<file path="src/rtl/tick_pkg.sv">
package tick_pkg;
  localparam int DATA_W  = 32;
  localparam int PER_W   = DATA_W - 4;
  localparam int MODE_HI = DATA_W - 1;
  localparam int MODE_LO = DATA_W - 2;
  localparam int IE_BIT  = DATA_W - 3;
  localparam int IP_BIT  = DATA_W - 4;

  typedef enum logic [1:0] {
    TM_OFF  = 2'd0,
    TM_AUTO = 2'd1,
    TM_HALT = 2'd2,
    TM_FREE = 2'd3
  } tmode_e;
endpackage

</file>
<file path="src/rtl/tick_counter.sv">
module tick_counter
  import tick_pkg::*;
(
  input  logic              clk,
  input  logic              rst_n,
  input  tmode_e            mode,
  input  logic [PER_W-1:0]  period,
  input  logic              ld_cnt,
  input  logic [DATA_W-1:0] ld_val,
  input  logic              ld_zero,
  output logic [DATA_W-1:0] cnt_q,
  output logic              match_evt
);
  logic halted_q;
  logic match;

  assign match     = (cnt_q[PER_W-1:0] == period);
  assign match_evt = match && (mode != TM_OFF) && !((mode == TM_HALT) && halted_q);

  always_ff @(posedge clk) begin
    if (!rst_n) begin
      cnt_q    <= '0;
      halted_q <= 1'b0;
    end else if (ld_cnt) begin
      cnt_q    <= ld_val;
      halted_q <= 1'b0;
    end else if (ld_zero) begin
      cnt_q    <= '0;
      halted_q <= 1'b0;
    end else begin
      unique case (mode)
        TM_OFF:  cnt_q <= cnt_q;
        TM_AUTO: cnt_q <= match ? '0 : cnt_q + 1'b1;
        TM_HALT: begin
          if (halted_q) begin
            cnt_q <= cnt_q;
          end else if (match) begin
            halted_q <= 1'b1;
          end else begin
            cnt_q <= cnt_q + 1'b1;
          end
        end
        TM_FREE: cnt_q <= cnt_q + 1'b1;
        default: cnt_q <= cnt_q;
      endcase
    end
  end

  // off mode leaves the count untouched
  a_r7_off_holds: assert property (@(posedge clk) disable iff (!rst_n)
    (mode == TM_OFF && !ld_cnt && !ld_zero) |=> $stable(cnt_q));

  // auto-restart match wraps to zero
  a_r4_auto_wrap: assert property (@(posedge clk) disable iff (!rst_n)
    (mode == TM_AUTO && match && !ld_cnt && !ld_zero) |=> (cnt_q == '0));

  // once halted the count stays put
  a_r5_halt_hold: assert property (@(posedge clk) disable iff (!rst_n)
    (mode == TM_HALT && halted_q && !ld_cnt && !ld_zero) |=> $stable(cnt_q));

  // a count write lands as written
  a_r11_load: assert property (@(posedge clk) disable iff (!rst_n)
    ld_cnt |=> (cnt_q == $past(ld_val)));
endmodule

</file>
<file path="src/rtl/tick_mode_reg.sv">
module tick_mode_reg
  import tick_pkg::*;
(
  input  logic              clk,
  input  logic              rst_n,
  input  logic              wr_en,
  input  logic [DATA_W-1:0] wr_val,
  input  logic              match_evt,
  output logic [DATA_W-1:0] mode_word,
  output tmode_e            mode,
  output logic [PER_W-1:0]  period,
  output logic              pending
);
  logic [DATA_W-1:0] word_q;

  always_ff @(posedge clk) begin
    if (!rst_n) begin
      word_q <= '0;
    end else if (wr_en) begin
      word_q <= wr_val;
    end else if (match_evt && word_q[IE_BIT]) begin
      word_q[IP_BIT] <= 1'b1;
    end
  end

  assign mode_word = word_q;
  assign mode      = tmode_e'(word_q[MODE_HI:MODE_LO]);
  assign period    = word_q[PER_W-1:0];
  assign pending   = word_q[IP_BIT];

  // pending is sticky until software rewrites the register
  a_r8_sticky: assert property (@(posedge clk) disable iff (!rst_n)
    (pending && !wr_en) |=> pending);
endmodule

</file>
<file path="src/rtl/tick_timer_unit.sv">
module tick_timer_unit
  import tick_pkg::*;
#(
  parameter int ADDR_W     = 4,
  parameter int COUNT_ADDR = 0,
  parameter int MODE_ADDR  = 1
) (
  input  logic              clk,
  input  logic              rst_n,
  input  logic [ADDR_W-1:0] reg_addr,
  input  logic              reg_we,
  input  logic [31:0]       reg_wdata,
  output logic [31:0]       reg_rdata,
  input  logic              tick_exc_en,
  output logic              tick_req
);
  localparam logic [ADDR_W-1:0] CNT_SEL  = ADDR_W'(COUNT_ADDR);
  localparam logic [ADDR_W-1:0] MODE_SEL = ADDR_W'(MODE_ADDR);

  logic              wr_cnt, wr_mode, ld_zero, match_evt, pending;
  logic [DATA_W-1:0] cnt_q, mode_word;
  tmode_e            mode;
  logic [PER_W-1:0]  period;

  assign wr_cnt  = reg_we && (reg_addr == CNT_SEL);
  assign wr_mode = reg_we && (reg_addr == MODE_SEL);
  assign ld_zero = wr_mode && (reg_wdata[MODE_HI:MODE_LO] == TM_AUTO);

  tick_mode_reg u_mode (
    .clk       (clk),
    .rst_n     (rst_n),
    .wr_en     (wr_mode),
    .wr_val    (reg_wdata),
    .match_evt (match_evt),
    .mode_word (mode_word),
    .mode      (mode),
    .period    (period),
    .pending   (pending)
  );

  tick_counter u_cnt (
    .clk       (clk),
    .rst_n     (rst_n),
    .mode      (mode),
    .period    (period),
    .ld_cnt    (wr_cnt),
    .ld_val    (reg_wdata),
    .ld_zero   (ld_zero),
    .cnt_q     (cnt_q),
    .match_evt (match_evt)
  );

  always_comb begin
    if (reg_addr == CNT_SEL)       reg_rdata = cnt_q;
    else if (reg_addr == MODE_SEL) reg_rdata = mode_word;
    else                           reg_rdata = '0;
  end

  assign tick_req = pending && tick_exc_en;

  // selecting auto-restart by a mode write zeroes the count
  a_r10_auto_clear: assert property (@(posedge clk) disable iff (!rst_n)
    (ld_zero && !wr_cnt) |=> (cnt_q == '0));
endmodule

</file>
<file path="config.mk">
export PLATFORM = sky130hd
export DESIGN_NAME = tick_timer_unit
export DESIGN_NICKNAME = d
export VERILOG_FILES = /design/src/rtl/tick_pkg.sv /design/src/rtl/tick_counter.sv /design/src/rtl/tick_mode_reg.sv /design/src/rtl/tick_timer_unit.sv
export SDC_FILE = /design/constraint.sdc
export NUM_CORES = 1
export LEC_CHECK = 0
export BUFFER_PORTS_ARGS = -buffer_cell sky130_fd_sc_hd__buf_4
export CAP_MARGIN = 20
export CORE_ASPECT_RATIO = 1.1
export CORE_MARGIN = 5
export CORE_UTILIZATION = 25
export CTS_CLUSTER_DIAMETER = 100
export DETAILED_ROUTE_END_ITERATION = 12
export MAX_ROUTING_LAYER = met4
export SYNTH_ARGS = -nofsm -noshare
export SYNTH_HDL_FRONTEND = slang
export SYNTH_SLANG_ARGS = --single-unit
</file>
<file path="constraint.sdc">
create_clock -name clk -period 2.8 [get_ports clk]
set_input_delay 0.14 -clock clk [delete_from_list [all_inputs] [get_ports clk]]
set_output_delay 0.14 -clock clk [all_outputs]
set_load 0.03 [all_outputs]
</file>
# Word-level counts from Yosys, hierarchy flattened
# Cells that the tools add are included.
# totals
reg_bits	65
in_bits	40
output_inout_bits	33
elab_cells	42
# classes
add_sub_neg	1
n_eq_ne	9
muxes	12
bitwise	1
reduce_logical	15
# ops
op	n
$mux 32	7
$pmux 32 s3	1
$add 32x1->32 const B	1
$eq 28x28->1	1
$logic_and 1x1->1	8
$ne 4x3->1 const B	2
$eq 2x1->1 const B	2
$eq 2x2->1 const B	2
$eq 4x1->1 const B	1
$logic_not 4->1	1
$mux 1	4
$reduce_bool 2->1	2
$ne 3x2->1 const B	1
$reduce_and 3->1	1
$reduce_or 3->1	1
$logic_not 2->1	1
$logic_not 1->1	1
$not 1->1	1

# Logic depth before layout (Yosys ltp)
# logic_depth
ltp_word	7
mapped_depth	10

# Modules after synthesis
# A second synthesis with hierarchy kept.
# unflattened
hier_cells	561
area_unflattened_um2	4690.7
# modules_own_cells
mod	instances	cells_per_inst	area_each_um2
tick_counter	1	347	2636.3
tick_mode_reg	1	135	1481.4
tick_timer_unit	1	79	573.0

# Worst setup path before layout
# OpenSTA, ideal clock, no wires.
# synth_path
kind	register -> register
from	register u_cnt.cnt_q[4]
to	register u_cnt.cnt_q[18]
t_arrival_ps	1989
required_ps	2674
path_slack_ps	685
stages_incl_launch_ff	11
n_path_buf	4
synth_period_minus_slack_ps	2115
cell_sequence	dfxtp_1 -> buf_2 -> xor2_1 -> nor4_1 -> nand4_1 -> o31a_1 -> buf_6 -> o21ai_2 -> buf_4 -> buf_6 -> o22ai_1
# synth_between
elab_chain_len	6
word_cells_on_any_way	10
cone_classes	1 x add/sub; 2 x eq/ne; 6 x mux; 1 x reduce/logical
# synth_lines
item	line	source
start, declared	tick_counter.sv:11	output logic [DATA_W-1:0] cnt_q,
start signal, assigned	tick_counter.sv:25	cnt_q <= ld_val;
start signal, assigned	tick_counter.sv:32	TM_OFF: cnt_q <= cnt_q;
start signal, assigned	tick_counter.sv:33	TM_AUTO: cnt_q <= match ? '0 : cnt_q + 1'b1;
$add 32x1->32	tick_counter.sv:33, tick_counter.sv:40, tick_counter.sv:43	
$mux 32	tick_counter.sv:37	end else if (match) begin
$mux 32	tick_counter.sv:35	if (halted_q) begin
$pmux 32 s3	tick_counter.sv:31	unique case (mode)
$mux 32	tick_counter.sv:27	end else if (ld_zero) begin
$mux 32	tick_counter.sv:24	end else if (ld_cnt) begin
# Parallel ways exist; a longest one is shown, timed or not. The select of a mux whose other input is x is not followed.
# A chain may end at the register's enable or synchronous reset.

# Final worst setup path
# layout_path
from	register u_cnt.cnt_q[13]
to	register u_cnt.cnt_q[17]
# The elaborated chain is that of the path after synthesis.

==> summary.txt <==
Run status
  – Status: finished, final reports clean

Die
  – Initial Util: 25.2%
  – I/O Pins: 73
  – Die X: 134 µm
  – Core Rows: 50
  – Die area: 0.0197 mm²
  – Core area: 0.0169 mm²
  – Die height: 147 µm

STA
  – Clk_skew: 0.00928 ns
  – Least-Margin Pin Slew: 0.727 ns
  – Final Cycle Share: 84.5%
  – Rel. slew slack: 51.4%
  – Period minus WS final: 2.37 ns
  – Final hold violation count: 0
  – Setup TNS: 0 ns
  – Final setup fails: 0
  – Unrepaired setup endpoints after global routing: false
  – Slew Viols, Final: 0
  – F_max: 0.423 GHz

Placed design
  – GP Congestion: 0.847
  – PortBufs: 72
  – Dpl hpwl: 10,200 µm
  – Placed Area: 0.00501 mm²

Min path
  – Hold Path Class: input pin to flip-flop

Yosys
  – Post-synthesis sequential area ratio: 30.6%
  – Yosys cell types: 48
  – Async S/R FF share, synth: 0%
  – Synth Flop Type: dfxtp_1
  – Largest family of logic cells by synthesized area: simple AND/OR/NAND/NOR gates
  – Synthesis-stage register bit count: 65
  – Post-synth EDFFs: 0
  – Mapped Avg Cell Area: 7.58 µm²
  – Synth Area in Adders: 0.294%
  – Yosys Warn Count: 0
  – Post-Synth XOR/XNOR Area: 5.97%
  – Post-synthesis mux area share: 7.53%
  – Synthesized instance count: 561
  – Simple-gate share of the synthesized area: 25.9%
  – Syn_nets: 602
  – Mapped cell area: 0.00425 mm²
  – Synth Area in Compound Gates: 23.0%

Critical path
  – Critical path endpoint category: flip-flop
  – Worst Path Required: 3.00 ns
  – Startpoint types: flip-flop
  – Max Fanout on Critical Path: 23
  – CP Class: flip-flop to flip-flop
  – WP data arrival: 2.57 ns
  – Register-to-register setup slack: 0.43 ns

Clocking
  – Clock buffer depth: 2
  – Hold buffers post-CTS: 0
  – Total CTS buffers: 9
  – H-tree depth: 3
  – Worst-path clk slew: 0.05 ns
  – CTS sink count: 65
  – Root Driver: clkbuf_16
  – Setup Fix Bufs, Post-CTS: 0
  – CTS tree: yes
  – Post-cts sizing count: 0
  – Clock Latency Late Sink: 0.34 ns

Pwr
  – Max VDD drop: 0.264 mV
  – Total Power: 2.36 mW
  – Cell Pwr Density: 446 mW/mm²
  – Leakage: 2.07 nW

Route
  – DRT antenna net count: 0
  – Via-to-Cell Ratio: 5.24
  – Routed wire length: 14,300 µm
  – Routed length on met1: 6390 µm
  – Met2 WL: 7010 µm
  – Routed length on met3: 673 µm
  – Starting DRT DRC Count: 380
  – Drt pass-1 iters: 4
  – Highest routed layer: met4
  – Via count: 4,312
  – Residual DRC count: 0
  – DR WL/cell: 17.4 µm

Global route
  – Largest net degree at the start of global routing: 55
  – First-pass GRT wire length: 22,700 µm
  – Initial antenna violation count: 0
  – Vias in the first global route: 4,147
  – Remaining global-route overflow: 0
  – Overall Global Routing Usage: 14.7%

Cells and area
  – Fin area: 0.00528 mm²
  – Share of cells above drive strength 1: 19.2%
  – Final #Nets: 652
  – Antenna cells: 0
  – Filler instances: 1,873
  – Area Overhead vs Synth: 24.3%

Job
  – Max Cap Violations: 0
-- registers in the layout, summed over array words and instances (netlist names) --
| signal | flops |
|---|---|
| u_cnt.halted_q | 1 |
| u_cnt.cnt_q | 32 |
| u_mode.mode_word | 32 |
-- metal layers --
metal / track usage [%] / vias to the layer above
met4: 4.38 / 0
met5: - / -
li1: - / 2110
met2: 24.0 / 124
met1: 18.7 / 2059
met3: 2.64 / 19
-- where the power goes --
part	internal, mW	switching [mW]	total, mW
clock	0.680	0.415	1.09
combinational	0.118	0.201	0.318
sequential	0.934	0.0102	0.945
total	1.73	0.626	2.36
-- path summary, 6_finish.rpt --
kind                         from              endpoint  depth (start not counted)
setup / recovery  u_cnt.cnt_q[13]       u_cnt.cnt_q[17]                          7
hold / removal      reg_wdata[15]  u_mode.mode_word[15]                          3
setup reg to reg  u_cnt.cnt_q[13]       u_cnt.cnt_q[17]                          7
hold reg to reg   u_cnt.cnt_q[31]       u_cnt.cnt_q[31]                          2
-- Yosys cell counts (all sizes together), types with 11 or more instances --
cell | number | share of area [%]
a22oi | 31 | 5.5
mux2i | 32 | 7.5
nand4 | 17 | 2.5
clkbuf | 42 | 3.7
o22ai | 18 | 2.6
xor2 | 24 | 4.9
buf | 16 | 2.1
nand2 | 111 | 9.8
nor3 | 12 | 1.4
dfxtp | 65 | 31
a21boi | 31 | 5.5
o221ai | 11 | 2.3
nor2 | 54 | 4.8
nand3 | 14 | 1.6
-- worst max-delay path, cell delays in order, from the launching register on --
cell and delay, ns:
dfxtp_1 0.45, xor2_1 0.11, nor4_1 0.37, nand4_1 0.27, o31a_1 0.39, o21ai_2 0.14, buf_4 0.31, o221ai_1 0.17
-- cell families (layout without fill, tap and decap cells) --
logic type,after synthesis,in the layout
AND/OR/NAND/NOR,240,240
buffers and inverters,67,121
flip-flops,65,65
multiplexers,32,32
AO/OA/AOI/OAI,127,127
XOR/XNOR,29,29
adder cells (fa/ha/maj),1,1
-- area by class of cell --
cell class / instances / area [µm²] / share of cell area [%]
Sequential cell: 65 / 1300 / 24.6
Clock inverter: 4 / 45.0 / 0.852
Clock buffer: 11 / 233 / 4.40
Tap cell: 208 / 260 / 4.93
Multi-Input combinational cell: 429 / 2670 / 50.5
Timing Repair Buffer: 97 / 741 / 14.0
Inverter: 9 / 33.8 / 0.639
-- cell usage in the layout (no fill, tap or decap), drive strengths merged, types with 3 or more instances in the layout --
master and n:
o31ai 3, a32oi 9, dfxtp 65, o22ai 18
and3 6, nand2 111, inv 9, a21boi 31
clkinv 3, xor2 24, buf 97, a21oi 4
xnor2 5, nand4 17, nor2 54, a22oi 31
nor3 12, a31oi 3, clkbuf 11, nor4 9
o32a 6, o221ai 11, and2 6, mux2i 32
nand3 14
-- stage by stage --
step	cells	setup WS (ns)	hold slack, ns	utilization [%]
final	823	0.434	0.0720	31.3
after global routing	823	0.247	0.0743	31.3
after CTS	823	0.428	0.0616	31.3
after detailed placement	808	0.435	0.421	29.6
after global placement	808	0.493	0.416	29.6
after floorplan	561	0.685	0.285	-
Note: power is estimated with default switching activity, not from simulation.
